[config.mk]
export PLATFORM = sky130hd
export DESIGN_NAME = flit_evt_counter_bank
export DESIGN_NICKNAME = d
export VERILOG_FILES = /design/src/rtl/fecb_pkg.sv /design/src/rtl/fecb_pkt_match.sv /design/src/rtl/fecb_evt_mux.sv /design/src/rtl/fecb_counter.sv /design/src/rtl/flit_evt_counter_bank.sv
export SDC_FILE = /design/constraint.sdc
export NUM_CORES = 1
export LEC_CHECK = 0
export BUFFER_PORTS_ARGS = -buffer_cell sky130_fd_sc_hd__buf_2
export CAP_MARGIN = 0
export CORE_UTILIZATION = 23
export DETAILED_ROUTE_END_ITERATION = 8
export GPL_ROUTABILITY_DRIVEN = 1
export PLACE_DENSITY_LB_ADDON = 0.08
export SYNTH_ARGS = -nofsm -noshare
export SYNTH_HDL_FRONTEND = slang
export SYNTH_SLANG_ARGS = --single-unit
[constraint.sdc]
create_clock -name clk -period 5.3 [get_ports clk]
set_input_delay 1.06 -clock clk [delete_from_list [all_inputs] [get_ports clk]]
set_output_delay 1.06 -clock clk [all_outputs]
set_load 0.02 [all_outputs]
[src/rtl/fecb_pkg.sv]
package fecb_pkg;

  localparam logic [7:0] CODE_FLIT_BASE = 8'h10;
  localparam logic [7:0] CODE_PKT_MATCH = 8'h20;
  localparam logic [7:0] CODE_VR_HOT    = 8'h32;

  localparam int DIR_BIT = 8;
  localparam int EN_BIT  = 9;
  localparam int RST_BIT = 10;

  typedef struct packed {
    logic       en;
    logic       dir;
    logic [7:0] sel;
  } ctl_t;

  function automatic logic hdr_hit(input logic [15:0] hdr,
                                   input logic [15:0] mask,
                                   input logic [15:0] match);
    return ((hdr ^ match) & mask) == '0;
  endfunction

endpackage

[src/rtl/fecb_pkt_match.sv]
module fecb_pkt_match #(
  parameter int HDR_W = 8
) (
  input  logic             clk,
  input  logic             rst_n,
  input  logic             mask_we,
  input  logic             match_we,
  input  logic [HDR_W-1:0] wdata,
  input  logic             pkt_valid,
  input  logic [HDR_W-1:0] pkt_hdr,
  output logic [HDR_W-1:0] mask_q,
  output logic [HDR_W-1:0] match_q,
  output logic             hit
);
  import fecb_pkg::*;

  always_ff @(posedge clk) begin
    if (!rst_n) begin
      mask_q  <= '0;
      match_q <= '0;
    end else begin
      if (mask_we)  mask_q  <= wdata;
      if (match_we) match_q <= wdata;
    end
  end

  assign hit = pkt_valid && hdr_hit(16'(pkt_hdr), 16'(mask_q), 16'(match_q));

endmodule

[src/rtl/fecb_evt_mux.sv]
module fecb_evt_mux #(
  parameter int NUM_FLIT = 4
) (
  input  fecb_pkg::ctl_t            ctl,
  input  logic [2*NUM_FLIT-1:0]     flit_rx,
  input  logic [2*NUM_FLIT-1:0]     flit_tx,
  input  logic                      vr_hot,
  input  logic                      pkt_hit,
  output logic [1:0]                inc
);
  import fecb_pkg::*;

  int idx;

  always_comb begin
    inc = 2'd0;
    idx = int'(ctl.sel) - int'(CODE_FLIT_BASE);
    if (idx >= 0 && idx < NUM_FLIT) begin
      inc = ctl.dir ? flit_tx[idx*2 +: 2] : flit_rx[idx*2 +: 2];
    end else if (ctl.sel == CODE_VR_HOT) begin
      inc = {1'b0, vr_hot};
    end else if (ctl.sel == CODE_PKT_MATCH) begin
      inc = {1'b0, ctl.dir & pkt_hit};
    end
  end

endmodule

[src/rtl/fecb_counter.sv]
module fecb_counter #(
  parameter int CTR_W = 48
) (
  input  logic             clk,
  input  logic             rst_n,
  input  logic             en,
  input  logic [1:0]       inc,
  input  logic             sw_wr,
  input  logic [CTR_W-1:0] sw_data,
  input  logic             sw_clr,
  input  logic             ovf_clr,
  output logic [CTR_W-1:0] value,
  output logic             ovf,
  output logic             wrap
);

  function automatic logic [CTR_W:0] add_inc(input logic [CTR_W-1:0] v,
                                             input logic [1:0] d);
    return {1'b0, v} + {{(CTR_W-1){1'b0}}, d};
  endfunction

  logic [CTR_W:0] sum;
  logic           bump;

  assign sum  = add_inc(value, inc);
  assign bump = en && !sw_wr && !sw_clr;
  assign wrap = bump && sum[CTR_W];

  always_ff @(posedge clk) begin
    if (!rst_n) begin
      value <= '0;
      ovf   <= 1'b0;
    end else begin
      if (sw_clr)     value <= '0;
      else if (sw_wr) value <= sw_data;
      else if (bump)  value <= sum[CTR_W-1:0];
      if (wrap)         ovf <= 1'b1;
      else if (ovf_clr) ovf <= 1'b0;
    end
  end

endmodule

[src/rtl/flit_evt_counter_bank.sv]
module flit_evt_counter_bank #(
  parameter int NUM_CTR  = 4,
  parameter int CTR_W    = 48,
  parameter int NUM_FLIT = 4,
  parameter int HDR_W    = 8,
  parameter int ADDR_W   = 4
) (
  input  logic                  clk,
  input  logic                  rst_n,
  input  logic                  reg_we,
  input  logic [ADDR_W-1:0]     reg_addr,
  input  logic [CTR_W-1:0]      reg_wdata,
  output logic [CTR_W-1:0]      reg_rdata,
  input  logic [2*NUM_FLIT-1:0] flit_rx_inc,
  input  logic [2*NUM_FLIT-1:0] flit_tx_inc,
  input  logic                  vr_hot,
  input  logic                  tx_pkt_valid,
  input  logic [HDR_W-1:0]      tx_pkt_hdr,
  output logic [NUM_CTR-1:0]    ovf_flag
);
  import fecb_pkg::*;

  localparam int CNT_BASE   = NUM_CTR;
  localparam int MASK_ADDR  = 2 * NUM_CTR;
  localparam int MATCH_ADDR = 2 * NUM_CTR + 1;
  localparam int OVF_ADDR   = 2 * NUM_CTR + 2;
  localparam int CTL_W      = $bits(ctl_t);

  // named internal events, observed by the bound checker
  ctl_t                          ctl_q   [NUM_CTR];
  logic [NUM_CTR-1:0]            ctl_wr;
  logic [NUM_CTR-1:0]            ctl_en;
  logic [NUM_CTR-1:0]            cnt_wr;
  logic [NUM_CTR-1:0]            cnt_rst;
  logic [NUM_CTR-1:0]            ovf_clr;
  logic [NUM_CTR-1:0]            ctr_wrap;
  logic [NUM_CTR-1:0][1:0]       ctr_inc;
  logic [NUM_CTR-1:0][CTR_W-1:0] ctr_val;

  logic [HDR_W-1:0] mask_q, match_q;
  logic             pkt_hit;
  logic             ovf_wr;

  assign ovf_wr = reg_we && (reg_addr == ADDR_W'(OVF_ADDR));

  fecb_pkt_match #(.HDR_W(HDR_W)) u_match (
    .clk       (clk),
    .rst_n     (rst_n),
    .mask_we   (reg_we && (reg_addr == ADDR_W'(MASK_ADDR))),
    .match_we  (reg_we && (reg_addr == ADDR_W'(MATCH_ADDR))),
    .wdata     (reg_wdata[HDR_W-1:0]),
    .pkt_valid (tx_pkt_valid),
    .pkt_hdr   (tx_pkt_hdr),
    .mask_q    (mask_q),
    .match_q   (match_q),
    .hit       (pkt_hit)
  );

  for (genvar i = 0; i < NUM_CTR; i++) begin : g_ctr
    assign ctl_wr[i]  = reg_we && (reg_addr == ADDR_W'(i));
    assign cnt_wr[i]  = reg_we && (reg_addr == ADDR_W'(CNT_BASE + i));
    assign cnt_rst[i] = ctl_wr[i] && reg_wdata[RST_BIT];
    assign ovf_clr[i] = ovf_wr && reg_wdata[i];
    assign ctl_en[i]  = ctl_q[i].en;

    always_ff @(posedge clk) begin
      if (!rst_n) begin
        ctl_q[i] <= '0;
      end else if (ctl_wr[i]) begin
        ctl_q[i].sel <= reg_wdata[7:0];
        ctl_q[i].dir <= reg_wdata[DIR_BIT];
        ctl_q[i].en  <= reg_wdata[EN_BIT];
      end
    end

    fecb_evt_mux #(.NUM_FLIT(NUM_FLIT)) u_mux (
      .ctl     (ctl_q[i]),
      .flit_rx (flit_rx_inc),
      .flit_tx (flit_tx_inc),
      .vr_hot  (vr_hot),
      .pkt_hit (pkt_hit),
      .inc     (ctr_inc[i])
    );

    fecb_counter #(.CTR_W(CTR_W)) u_cnt (
      .clk     (clk),
      .rst_n   (rst_n),
      .en      (ctl_en[i]),
      .inc     (ctr_inc[i]),
      .sw_wr   (cnt_wr[i]),
      .sw_data (reg_wdata),
      .sw_clr  (cnt_rst[i]),
      .ovf_clr (ovf_clr[i]),
      .value   (ctr_val[i]),
      .ovf     (ovf_flag[i]),
      .wrap    (ctr_wrap[i])
    );
  end

  always_comb begin
    reg_rdata = '0;
    for (int i = 0; i < NUM_CTR; i++) begin
      if (reg_addr == ADDR_W'(i))            reg_rdata = CTR_W'(CTL_W'(ctl_q[i]));
      if (reg_addr == ADDR_W'(CNT_BASE + i)) reg_rdata = ctr_val[i];
    end
    if (reg_addr == ADDR_W'(MASK_ADDR))  reg_rdata = CTR_W'(mask_q);
    if (reg_addr == ADDR_W'(MATCH_ADDR)) reg_rdata = CTR_W'(match_q);
    if (reg_addr == ADDR_W'(OVF_ADDR))   reg_rdata = CTR_W'(ovf_flag);
  end

endmodule

== Word-level counts from Yosys, hierarchy flattened ==
Memory sizes are Yosys's and may differ from the RTL's.
Cells that the tools add are included.

* Register bits after elaboration: 212
* Latch bits: 0
* RAM bits: 40
* ROM bits: 0
* Input bits: 81
* Output and inout port bits: 52
* Word-level logic and storage cells: 198
* Memories: 1

{| class="wikitable"
|+ Memories
! memory !! words !! width !! read ports !! clocked after Yosys merged registers in !! write ports !! line !! text
|-
| ctl_q || 4 || 10 || 4 || 0 || 4 || flit_evt_counter_bank.sv:30 || <nowiki>ctl_t ctl_q [NUM_CTR];</nowiki>
|}

* $add $sub $neg: 8
* Multiply operators: 0
* Divide/modulo/power cells: 0
* Order comparisons: 8
* Eq/ne operators: 18
* Shift-type cells: 8
* Multiplexer cells: 68
* Bitwise operators: 19
* Reduce and logical (&&, ||, !) cells: 58

{| class="wikitable"
|+ Operators with widths
! cell !! count
|-
| two-way mux 48 bit || 18
|-
| indexed part select 8 x 32 -> 2 bit || 8
|-
| adder 48 x 2 -> 49 bit || 4
|-
| greater-or-equal comparator 32 x 1 -> 1 bit (second input constant) || 4
|-
| less-than comparator 32 x 4 -> 1 bit (second input constant) || 4
|-
| equality test 8 x 6 -> 1 bit (second input constant) || 8
|-
| logical AND 1 bit || 36
|-
| subtractor 8 x 5 -> 9 bit (second input constant) || 4
|-
| two-way mux 1 bit || 33
|-
| two-way mux 8 bit || 4
|-
| two-way mux 2 bit || 12
|-
| AND 16 x 8 -> 16 bit || 1
|-
| equality test 4 x 3 -> 1 bit (second input constant) || 4
|-
| logical NOT 16 bit || 1
|-
| nonzero test 2 bit || 8
|-
| equality test 4 bit (second input constant) || 3
|-
| OR 1 bit || 12
|-
| two-way mux 10 bit || 1
|-
| equality test 4 x 2 -> 1 bit (second input constant) || 2
|-
| logical NOT 1 bit || 8
|-
| OR reduction 2 bit || 4
|-
| XOR 8 bit || 1
|-
| AND 1 bit || 4
|-
| equality test 4 x 1 -> 1 bit (second input constant) || 1
|-
| 2 further kinds || 2
|}

== Depth between registers and ports, before layout ==
Gate-level depths: netlist of run 1.

* Word-level depth: 12
* Depth in mapped cells: 15
* Depth with buffers taken out: 15

== Modules after synthesis ==
A second synthesis of run 1 with hierarchy kept.

* Cells, all modules: 2005
* Area total of the unflattened synthesis: 16946.3 µm²

{| class="wikitable"
|+ Modules (own cells, without submodules)
! module !! instances !! cells each !! area each (µm²) !! seq. area each (µm²)
|-
| fecb_counter || 4 || 352 || 2887.8 || 980.9
|-
| flit_evt_counter_bank || 1 || 417 || 3563.4 || 1201.2
|-
| fecb_evt_mux || 4 || 29 || 280.3 || 0.0
|-
| fecb_pkt_match || 1 || 64 || 710.7 || 320.3
|}

== Worst setup path after synthesis of run 1 ==
OpenSTA, ideal clock, no wires.

* Path type: input to register
* Start point: in tx_pkt_hdr[7]
* End point: reg g_ctr[3].u_cnt.value[46]
* Setup time: 0.142 ns
* Arrival time: 3.882 ns
* Data required time: 5.158 ns
* Path slack: 1.276 ns
* Cell stages on the path: 14
* Path buffers: 0
* Cells stage by stage: xor2_1 -> a222oi_1 -> nor2b_1 -> nand4b_1 -> a21oi_1 -> ha_1 -> inv_1 -> fa_1 -> nand3b_1 -> a211o_1 -> or3_1 -> nor3_2 -> xnor2_1 -> a211oi_2

* Longest elaborated chain between the ends: 11

{| class="wikitable"
|+ RTL lines
! element !! line !! text
|-
| start: declaration || flit_evt_counter_bank.sv:18 || <nowiki>input logic [HDR_W-1:0] tx_pkt_hdr,</nowiki>
|-
| XOR 8 bit || fecb_pkg.sv:20 || <nowiki>return ((hdr ^ match) & mask) == '0;</nowiki>
|-
| AND 16 x 8 -> 16 bit || fecb_pkg.sv:20 ||
|-
| logical NOT 16 bit || fecb_pkg.sv:20 ||
|-
| logical AND 1 bit || fecb_pkt_match.sv:27 || <nowiki>assign hit = pkt_valid && hdr_hit(16'(pkt_hdr), 16'(mask_q), 16'(match_q));</nowiki>
|-
| AND 1 bit || fecb_evt_mux.sv:23 || <nowiki>inc = {1'b0, ctl.dir & pkt_hit};</nowiki>
|-
| two-way mux 1 bit || fecb_evt_mux.sv:22 || <nowiki>end else if (ctl.sel == CODE_PKT_MATCH) begin</nowiki>
|-
| two-way mux 2 bit || fecb_evt_mux.sv:20 || <nowiki>end else if (ctl.sel == CODE_VR_HOT) begin</nowiki>
|-
| two-way mux 2 bit || fecb_evt_mux.sv:18 || <nowiki>if (idx >= 0 && idx < NUM_FLIT) begin</nowiki>
|-
| adder 48 x 2 -> 49 bit || fecb_counter.sv:19 || <nowiki>return {1'b0, v} + {{(CTR_W-1){1'b0}}, d};</nowiki>
|-
| two-way mux 48 bit || fecb_counter.sv:36 || <nowiki>else if (bump) value <= sum[CTR_W-1:0];</nowiki>
|-
| two-way mux 48 bit || fecb_counter.sv:35 || <nowiki>else if (sw_wr) value <= sw_data;</nowiki>
|-
| end signal: assignment || fecb_counter.sv:35 ||
|-
| end signal: assignment || fecb_counter.sv:36 ||
|-
| end: declaration || fecb_counter.sv:12 || <nowiki>output logic [CTR_W-1:0] value,</nowiki>
|}

No other way between the ends. The select of a mux whose other input is x is not followed.
A chain may end at the register's enable or synchronous reset.

== Worst setup path in the final report of run 1 ==
* Start point: in reg_addr[2]
* End point: out reg_rdata[7]

* Longest elaborated chain between the ends: 12
* Elaborated cells on any way between the ends: 22
* Those cells by class: eq/ne: 10; mux: 11; reduce/logical: 1

{| class="wikitable"
|+ RTL lines
! element !! line !! text
|-
| start: declaration || flit_evt_counter_bank.sv:11 || <nowiki>input logic [ADDR_W-1:0] reg_addr,</nowiki>
|-
| logical NOT 4 bit || flit_evt_counter_bank.sv:103 || <nowiki>if (reg_addr == ADDR_W'(i)) reg_rdata = CTR_W'(CTL_W'(ctl_q[i]));</nowiki>
|-
| two-way mux 10 bit || flit_evt_counter_bank.sv:103 ||
|-
| two-way mux 48 bit || flit_evt_counter_bank.sv:104 || <nowiki>if (reg_addr == ADDR_W'(CNT_BASE + i)) reg_rdata = ctr_val[i];</nowiki>
|-
| two-way mux 48 bit || flit_evt_counter_bank.sv:103 ||
|-
| two-way mux 48 bit || flit_evt_counter_bank.sv:104 ||
|-
| two-way mux 48 bit || flit_evt_counter_bank.sv:103 ||
|-
| two-way mux 48 bit || flit_evt_counter_bank.sv:104 ||
|-
| two-way mux 48 bit || flit_evt_counter_bank.sv:103 ||
|-
| two-way mux 48 bit || flit_evt_counter_bank.sv:104 ||
|-
| two-way mux 48 bit || flit_evt_counter_bank.sv:106 || <nowiki>if (reg_addr == ADDR_W'(MASK_ADDR)) reg_rdata = CTR_W'(mask_q);</nowiki>
|-
| two-way mux 48 bit || flit_evt_counter_bank.sv:107 || <nowiki>if (reg_addr == ADDR_W'(MATCH_ADDR)) reg_rdata = CTR_W'(match_q);</nowiki>
|-
| two-way mux 48 bit * || flit_evt_counter_bank.sv:108 || <nowiki>if (reg_addr == ADDR_W'(OVF_ADDR)) reg_rdata = CTR_W'(ovf_flag);</nowiki>
|-
| end: declaration || flit_evt_counter_bank.sv:13 || <nowiki>output logic [CTR_W-1:0] reg_rdata,</nowiki>
|}

Mark *: on every way between the ends. The rest lies on a longest branch, timed or not.

==> metrics.yaml, run 1 <==
outcome:
  status: "finished clean"
drt:
  route.detailed.drc: 0
  final_antenna_net_count: 0
  drt-pass1-iter-count: 5
  drt-total-wl_microns: 69880
  met2WireLength_microns: 32300
  drt-wirelength-per-cell_microns: 24.48
  initialDrtViolationCount: 947
  viasPerCell: 5.197
  vias: 14831
  top_layer: "met4"
  wl_met1_microns: 32900
  dr_wl_met3_microns: 3160
clock_network:
  clk_latency_ps: 560
  cts_root_buffer: "clkbuf_16"
  cts_resized: 0
  ctsHoldBuffers: 0
  cts_num_sinks: 252
  max-clock-path-buffers: 3
  clk_pin_slew_ps: 60
  cts_tree: "yes"
  numCtsBuffers: 36
  cts_setup_buffers: 0
  htreeDepth: 2
logic_synthesis:
  syn_nets: 1962
  synth-edff-count: 40
  netlist-cell-type-count: 74
  syn_area_sq_mm: 0.01563
  async_flop_share: 0
  ys_ff_latch: 252
  ys_seq_area_frac: 0.3483
  ys_warn_count: 0
  synth-main-ff-cell: "dfxtp_1"
  synthCells: 1869
  yosysTopAreaCell: "dfxtp_1"
  synth_top_area_share: 0.2715
  synthTopCellsByArea: "dfxtp_1 (27%), edfxtp_1 (7.7%), xor2_1 (6.1%)"
  syn_avg_cell_area_sq_um: 8.365
floorplanning:
  fp-row-count: 95
  core-area_sq_mm: 0.06716
  dieArea_sq_mm: 0.06902
  initial_core_util: 0.2328
  die_x_microns: 262.7
  io_pins: 133
  die-height_microns: 262.7
final_layout:
  final_area_sq_mm: 0.01848
  antenna_cells: 0
  area_growth_pct: 18.23
  fin_cells: 2854
  num-nets-final: 2049
  drive_above_1_share: 0.1636
global_route:
  grt_max_degree: 68
  grt_pass1_vias: 14849
  grt.overflow.total: 0
  grt_pass1_wl_microns: 103300
  antenna_found_initial: 2
  grt_util_all_layers: 0.2000
critical_path:
  critPathCaptureType: "output port"
  crit_slowest_cell: "or2_2"
  crit_top_cell: "buf_2"
  cp_max_fo: 18
  critPathLaunchType: "primary input"
  path_cells: "buf_2, nand2b_1, or2_2, o221ai_1, o21ai_0, a221oi_1, a21oi_1, buf_2"
  crit_path_max_incr_delay_ps: 430
  critical_path.top_delay_family: "compound AO/OA/AOI/OAI gates"
  crit_required_ps: 4240
  cp_num_buf_inv: 2
  worstSetupPathType: "in2out"
  cp_data_arrival_time_ps: 3350
  ff2ff_setup_slack_ps: 1130
sta:
  fin_crit_sh: 0.8321
  tns_ps: 0
  maxSlewHeadroom: 0.3165
  drv_slew: 0
  hold_viol_final: 0
  setup_viol_count_final: 0
  fin_crit_ps: 4410
  fmax_mhz: 226.8
  rsz0062_at_grt: "no"
  worst_pin_slew_ps: 1017
  finClkSkew_ps: 21.06
placed_design:
  dpl_cell_area_sq_mm: 0.01736
  place_hpwl_microns: 51430
  placedCellCount: 2791
  port_buffers: 132
  routabilityCongestion: 0.8354
power:
  ir_drop_mv: 0.2060
  powerDensity_mw_per_mm2: 267.9
  cellLeakagePower_uw: 0.006554
job:
  drv_cap: 0
min_path:
  holdCritPathClass: "reg2reg"
==> tightest hold or removal path, stage by stage (launching register included) <==
cell and delay (ps):
dfxtp_1 340, nand4_1 70, a21boi_0 70
==> synthesized netlist by cell type (5+ instances only) <==
cell      count
dfxtp_1     212
a21oi_1     156
o21ai_0     156
nand2_1     141
nor2_1      125
clkbuf_1    112
xor2_1      109
xnor2_1      81
a22oi_1      78
nand3_1      77
nand4_1      51
a211oi_1     50
and3_1       44
nor3_1       42
and2_1       40
edfxtp_1     40
inv_1        37
mux2i_1      32
o22ai_1      24
and4_1       21
nor2b_1      21
mux4_2       17
nor4_1       16
buf_2        10
nor3_2       10
nor4_2       10
mux2_2        9
a211oi_2      8
ha_1          8
nand2b_1      8
buf_1         7
nand3b_1      7
a21o_1        6
buf_4         6
nor3b_1       6
a221oi_1      5
nand4_2       5
o221ai_1      5
or3_1         5
or4_1         5
==> power by group <==
group | switching, uW | internal (uW) | leakage, uW
clock | 981 | 1410 | 0.000554
combinational | 315 | 166 | 0.00390
sequential | 81.1 | 2000 | 0.00210
total | 1380 | 3570 | 0.00655
==> per-layer routing <==
| layer | track usage | vias to the layer above |
|---|---|---|
| li1 | - | 7060 |
| met1 | 0.2755 | 7322 |
| met2 | 0.3253 | 374 |
| met3 | 0.03111 | 75 |
| met4 | 0.04785 | 0 |
| met5 | 0 | - |
==> flip-flops by register name, summed over array words and instances, names as in the netlist <==
| name | count |
|---|---|
| g_ctr.u_cnt.value | 192 |
| u_match.mask_q | 8 |
| g_ctr.u_cnt.ovf | 4 |
| u_match.match_q | 8 |
| ctl_q | 40 |
==> placed cells by master (no fill, tap or decap), drive strengths merged, types with 7 or more instances in the layout <==
cell and instances:
dfxtp 212, buf 184, o21ai 162, a21oi 156
nand2 141, nor2 125, xor2 109, xnor2 81
a22oi 78, nand3 77, a211oi 58, nand4 57
nor3 54, clkbuf 51, and3 44, and2 40
edfxtp 40, inv 39, mux2i 32, nor4 28
o22ai 24, and4 22, nor2b 21, mux4 17
mux2 9, or4 9, clkinv 9, nand2b 8
ha 8, nand3b 7
==> path summary, 6_finish.rpt <==
check,startpoint,endpoint,cells after the start
worst max-delay path,reg_addr[2],reg_rdata[7],8
worst min-delay path,g_ctr[3].u_cnt.value[47]$_SDFFE_PP0P_,g_ctr[3].u_cnt.ovf$_SDFFE_PN0P_,2
worst max register to register,ctl_q[3][8]$_DFFE_PP_,g_ctr[3].u_cnt.value[40]$_SDFFE_PP0P_,10
worst min register to register,g_ctr[3].u_cnt.value[47]$_SDFFE_PP0P_,g_ctr[3].u_cnt.ovf$_SDFFE_PN0P_,2
==> per-stage QoR <==
| stage | hold WS [ps] | setup slack [ps] | utilization | power, uW |
|---|---|---|---|---|
| finish | 533.0 | 890.0 | 0.2752 | 4951 |
| global route | 549.0 | 702.8 | 0.2752 | 5144 |
| CTS | 529.1 | 916.7 | 0.2752 | 5035 |
| detailed placement | 506.6 | 457.2 | 0.2584 | 2601 |
| global placement | 493.6 | 583.5 | 0.2584 | 2601 |
| floorplan | 444.2 | 1276 | - | 2357 |
==> cells by family (layout without fill, tap and decap cells) <==
kind of cell / Yosys count / in the layout / synth area share
xor gates and xnor gates: 190 / 190 / 0.1064
AOI/OAI and AO/OA: 527 / 527 / 0.2065
muxes: 58 / 58 / 0.05146
buffers and inverters: 173 / 285 / 0.04378
and+or+nand+nor: 657 / 657 / 0.2320
adders and majority gates: 12 / 12 / 0.01153
DFF: 252 / 252 / 0.3483
==> cell type report <==
type / instances / area [sq um]
Fill cell: 7229 / 48670
Sequential cell: 252 / 5445
Timing Repair Buffer: 184 / 1101
Clock buffer: 51 / 1039
Tap cell: 873 / 1092
Clock inverter: 12 / 90.09
Multi-Input combinational cell: 1444 / 9574
Inverter: 38 / 142.6
No activity file was read; power rests on OpenSTA's default activity.
==> run 2, diff against run 1 <==
==> constraint.sdc (replaced) <==
create_clock -name clk -period 4 [get_ports clk]
set_input_delay 0.8 -clock clk [delete_from_list [all_inputs] [get_ports clk]]
set_output_delay 0.8 -clock clk [all_outputs]
set_load 0.02 [all_outputs]
==> run 2 against run 1 <==
Effect of this change: critical path depth grew 3; cell area grew 3.4%; setup slack lost 750 ps; largest power group unchanged; utilization increased by 0.94 points; first-iteration DRC count decreased by 0.32%; via count increased by 1.4%; critical path type is now reg2reg; combinational power up 40%; count of clock-buffer cells in the layout decreased by 1; critical endpoint is now g_ctr[3].u_cnt.value[42]$_SDFFE_PP0P_.
==> metrics.yaml, run 2 (synthesis results as in run 1) <==
outcome:
  status: "finished clean"
drt:
  vias: 15035
  final_antenna_net_count: 0
  drt-wirelength-per-cell_microns: 24.04
  route.detailed.drc: 0
  drt-pass1-iter-count: 5
  viasPerCell: 5.154
  drt-total-wl_microns: 70130
  initialDrtViolationCount: 944
critical_path:
  crit_path_max_incr_delay_ps: 720
  crit_required_ps: 4410
  path_cells: "buf_4, mux4_2, mux2i_1, or4b_2, fa_1, nand3b_1, a211o_4, or3_1, nor2_1, xnor2_1, a211oi_2"
  r2r_cells: 11
  worstReg2RegStart: "ctl_q[3][8]$_DFFE_PP_"
  critPathCaptureType: "flip-flop"
  worstReg2RegEnd: "g_ctr[3].u_cnt.value[42]$_SDFFE_PP0P_"
  startpoint: "ctl_q[3][8]$_DFFE_PP_"
  worstSetupPathType: "reg2reg"
  critPathCapture: "g_ctr[3].u_cnt.value[42]$_SDFFE_PP0P_"
  crit_slowest_cell: "or4b_2"
  cp_data_arrival_time_ps: 4270
  cp_max_fo: 4
  critPathLaunchType: "flip-flop"
  ff2ff_setup_slack_ps: 140
placed_design:
  routabilityCongestion: 0.8337
  place_hpwl_microns: 51670
  placedCellCount: 2847
  dpl_cell_area_sq_mm: 0.01785
  port_buffers: 132
min_path:
  holdCritPathClass: "reg2reg"
  hp-start: "g_ctr[1].u_cnt.value[47]$_SDFFE_PP0P_"
global_route:
  grt.overflow.total: 0
  grt_max_degree: 97
  grt_pass1_wl_microns: 104500
  grt_pass1_vias: 14947
  grt_util_all_layers: 0.2015
  antenna_found_initial: 1
floorplanning:
  fp-row-count: 95
  die-height_microns: 262.7
  initial_core_util: 0.2328
  dieArea_sq_mm: 0.06902
  core-area_sq_mm: 0.06716
  io_pins: 133
  die_x_microns: 262.7
sta:
  hold_viol_final: 0
  drv_slew: 0
  fin_crit_sh: 0.9653
  setup_viol_count_final: 0
  fmax_mhz: 259.0
  rsz0062_at_grt: "yes"
  fin_crit_ps: 3861
  maxSlewHeadroom: 0.3141
  tns_ps: 0
  worst_pin_slew_ps: 1029
  finClkSkew_ps: 27.51
job:
  drv_cap: 0
power:
  ir_drop_mv: 0.2311
  powerDensity_mw_per_mm2: 350.2
  p_total_uw: 6694
  cellLeakagePower_uw: 0.006931
clock_network:
  clk_latency_ps: 570
  ctsHoldBuffers: 0
  cts_num_sinks: 252
  cts_tree: "yes"
  clk_pin_slew_ps: 60
  numCtsBuffers: 36
  cts_root_buffer: "clkbuf_16"
  htreeDepth: 2
  max-clock-path-buffers: 3
final_layout:
  final_area_sq_mm: 0.01912
  area_growth_pct: 22.27
  layout_commonest_cell: "dfxtp_1"
  post-route-util: 0.2846
  top_register: "g_ctr.u_cnt.value"
  mostFrequentLayoutCells: "dfxtp_1 (212), a21oi_1 (156), o21ai_0 (155)"
  nFillCells: 7237
  fin_cells: 2917
  drive_above_1_share: 0.1968
  largest_reg_flops: 192
  num-nets-final: 2108
  largestRegisters: "g_ctr.u_cnt.value (192), ctl_q (40)"
==> run 2: critical path: cells and delay by family (launching register included) <==
kind | cells | cell delay (ps)
simple gates | 4 | 1530
compound gates | 2 | 500
fa+ha+maj | 1 | 460
mux | 2 | 450
flops | 1 | 440
buf+inv | 1 | 180
xor+xnor | 1 | 150
==> run 2: cell type report <==
type | instances | area (sq um) | area share
Antenna cell | 1 | 2.502 | 0.0001309
Sequential cell | 252 | 5445 | 0.2849
Inverter | 38 | 142.6 | 0.007462
Clock buffer | 50 | 1065 | 0.05570
Clock inverter | 16 | 112.6 | 0.005891
Tap cell | 873 | 1092 | 0.05714
Timing Repair Buffer | 243 | 1619 | 0.08470
Multi-Input combinational cell | 1444 | 9637 | 0.5041
==> run 2: where the power goes <==
group / total (uW) / switching [uW] / internal, uW
logic: 674 / 428 / 246
clock network: 3270 / 1340 / 1930
registers: 2750 / 103 / 2650
==> run 2: worst min path at each step <==
stage | endpoint | slack, ps | depth (start not counted)
finish | g_ctr[1].u_cnt.ovf$_SDFFE_PN0P_ | 510 | 2
global placement | g_ctr[1].u_cnt.ovf$_SDFFE_PN0P_ | 500 | 2
CTS | g_ctr[1].u_cnt.ovf$_SDFFE_PN0P_ | 510 | 2
detailed placement | g_ctr[1].u_cnt.ovf$_SDFFE_PN0P_ | 490 | 2
global route | g_ctr[1].u_cnt.ovf$_SDFFE_PN0P_ | 530 | 2
floorplan | g_ctr[1].u_cnt.ovf$_SDFFE_PN0P_ | 440 | 2
==> run 2: through the flow <==
step                      setup slack, ps  hold slack [ps]
final                               138.8            508.1
after global routing               -46.96            530.1
after CTS                           17.60            505.2
after detailed placement           -369.0            493.4
after global placement             -354.1            495.5
after floorplan                     235.9            444.2
==> run 2: timing repair <==
| action | in CTS | in global routing |
|---|---|---|
| setup buffers | 0 | 3 |
| endpoints found under the setup margin | 4 | 38 |
| pin swaps | 0 | 4 |
| gates resized for setup | 1 | 11 |
==> run 2: routing by layer <==
metal,track usage,wire [microns],up-vias
met3,0.02352,2515,78
met1,0.2831,33830,7441
met2,0.3249,32180,329
met5,0,0,-
li1,-,-,7187
met4,0.05246,1602,0
==> run 3, diff against run 2 <==
--- a/config.mk
+++ b/config.mk
@@ -7,6 +7,7 @@
 export LEC_CHECK = 0
 export BUFFER_PORTS_ARGS = -buffer_cell sky130_fd_sc_hd__buf_2
 export CAP_MARGIN = 0
+export CORE_ASPECT_RATIO = 1.25
 export CORE_UTILIZATION = 23
 export DETAILED_ROUTE_END_ITERATION = 8
 export GPL_ROUTABILITY_DRIVEN = 1
==> run 3 against run 2 <==
Effect of this change: power decreased by 2.5%; critical path depth decreased by 2; final cell count decreased by 0.58%; count of clock-buffer cells in the layout increased by 5; utilization decreased by 0.091 points; routed wire length increased by 3.0%; combinational power decreased by 1%; highest routed layer is now met5; clock power decreased by 5%.
==> metrics.yaml, run 3 (synthesis results as in run 1) <==
outcome:
  status: "finished clean"
drt:
  initialDrtViolationCount: 851
  final_antenna_net_count: 0
  route.detailed.drc: 0
  drt-wirelength-per-cell_microns: 24.92
  vias: 14913
  drt-pass1-iter-count: 8
  viasPerCell: 5.142
  drt-total-wl_microns: 72260
power:
  powerDensity_mw_per_mm2: 342.8
  ir_drop_mv: 0.2625
  p_total_uw: 6527
  cellLeakagePower_uw: 0.006892
sta:
  maxSlewHeadroom: 0.2976
  hold_viol_final: 0
  fin_crit_sh: 0.9594
  drv_slew: 0
  setup_viol_count_final: 0
  timing.hold.ws_ps: 544.5
  finClkSkew_ps: 39.59
  fmax_mhz: 260.6
  worst_pin_slew_ps: 1051
  fin_crit_ps: 3837
clock_network:
  clk_pin_slew_ps: 60
  htreeDepth: 2
  max-clock-path-buffers: 3
  numCtsBuffers: 35
  clk_latency_ps: 570
  cts_num_sinks: 252
  cts_root_buffer: "clkbuf_16"
  cts_tree: "yes"
global_route:
  use_met1: 0.2423
  grt_max_degree: 54
  use_met2: 0.3742
  antenna_found_initial: 4
  grt.overflow.total: 0
  grt-busiest-layer: "met2"
  grtUsageMet3: 0.03035
  grt_pass1_wl_microns: 105200
  grt_util_all_layers: 0.2068
  grt_pass1_vias: 14947
floorplanning:
  die_x_microns: 235.2
  initial_core_util: 0.2330
  die-height_microns: 293.5
  io_pins: 133
  fp-row-count: 106
  dieArea_sq_mm: 0.06903
  core-area_sq_mm: 0.06711
final_layout:
  final-seq-area_sq_mm: 0.005445
  multiInputGateArea_sq_mm: 0.009639
  top_register: "g_ctr.u_cnt.value"
  post-route-util: 0.2837
  area_growth_pct: 21.79
  num-nets-final: 2105
  nFillCells: 7267
  largest_reg_flops: 192
  drive_above_1_share: 0.1916
  layout_commonest_cell: "dfxtp_1"
  final_area_sq_mm: 0.01904
  mostFrequentLayoutCells: "dfxtp_1 (212), a21oi_1 (155), o21ai_0 (155)"
  largestRegisters: "g_ctr.u_cnt.value (192), ctl_q (40)"
placed_design:
  routabilityCongestion: 0.8907
  dpl_cell_area_sq_mm: 0.01785
  place_hpwl_microns: 53900
  port_buffers: 132
critical_path:
  critPathLaunchType: "primary input"
  critPathCaptureType: "output port"
  cp_max_fo: 42
  crit_required_ps: 3200
  worstSetupPathType: "in2out"
  cp_data_arrival_time_ps: 3040
job:
  drv_cap: 0
min_path:
  holdCritPathClass: "in2reg"
run 3: cell count changes in the layout (fill, tap and decap cells not counted), moves of 2 or more:
cell / delta
buf_4: -5
nor3_1: -2
clkinv_2: -9
buf_12: +2
clkbuf_1: +7
or4_1: +2
clkinv_1: -2
or4_4: -2
run 3: layout make-up:
type                            instances  area share
Tap cell                              864     0.05677
Clock inverter                          5    0.002366
Timing Repair Buffer                  241     0.08575
Clock buffer                           55     0.05526
Multi-Input combinational cell       1444      0.5062
Inverter                               38    0.007491
Sequential cell                       252      0.2860
Antenna cell                            1   0.0001314
run 3: metrics by stage:
stage          worst slack (ps)  TNS [ps]  instances
2_1_floorplan             235.9         0       1869
3_5_place_dp             -468.2    -12600       2838
6_report                  162.6         0       2900
3_3_place_gp             -469.7    -13580       2838
5_1_grt                  -21.07    -33.09       2900
4_1_cts                   42.79         0       2898
run 3: power by group:
group / internal [uW] / switching (uW)
sequential: 2650 / 105
clock: 1810 / 1300
combinational: 233 / 431
run 3: final timing paths:
check / from / end / slack [ps] / depth (start not counted)
min: reg_wdata[47] / g_ctr[1].u_cnt.value[47]$_SDFFE_PP0P_ / 540 / 3
min reg2reg: u_match.mask_q[2]$_SDFFE_PN0P_ / u_match.mask_q[2]$_SDFFE_PN0P_ / 560 / 2
max reg2reg: ctl_q[2][2]$_SDFFCE_PN0P_ / g_ctr[2].u_cnt.value[44]$_SDFFE_PP0P_ / 200 / 15
max: reg_addr[0] / reg_rdata[4] / 160 / 9
run 3: per-layer routing:
layer | vias up | routed length (microns)
li1 | 7162 | -
met1 | 7281 | 29860
met2 | 340 | 36630
met3 | 126 | 2748
met4 | 4 | 2992
met5 | - | 24
run 3: timing repair:
action / 4_1_cts / 5_1_grt
hold buffers: 0 / 0
endpoints found under the setup margin: 1 / 17
setup buffers: 0 / 1
pin swaps: 0 / 3
gates resized for setup: 1 / 13
run 3: critical path: stages:
cell,delay (ps)
buf_2,180
buf_4,440
inv_1,220
nor2_1,430
a21oi_1,130
nor2_1,100
a221oi_1,70
a221oi_1,370
buf_2,250
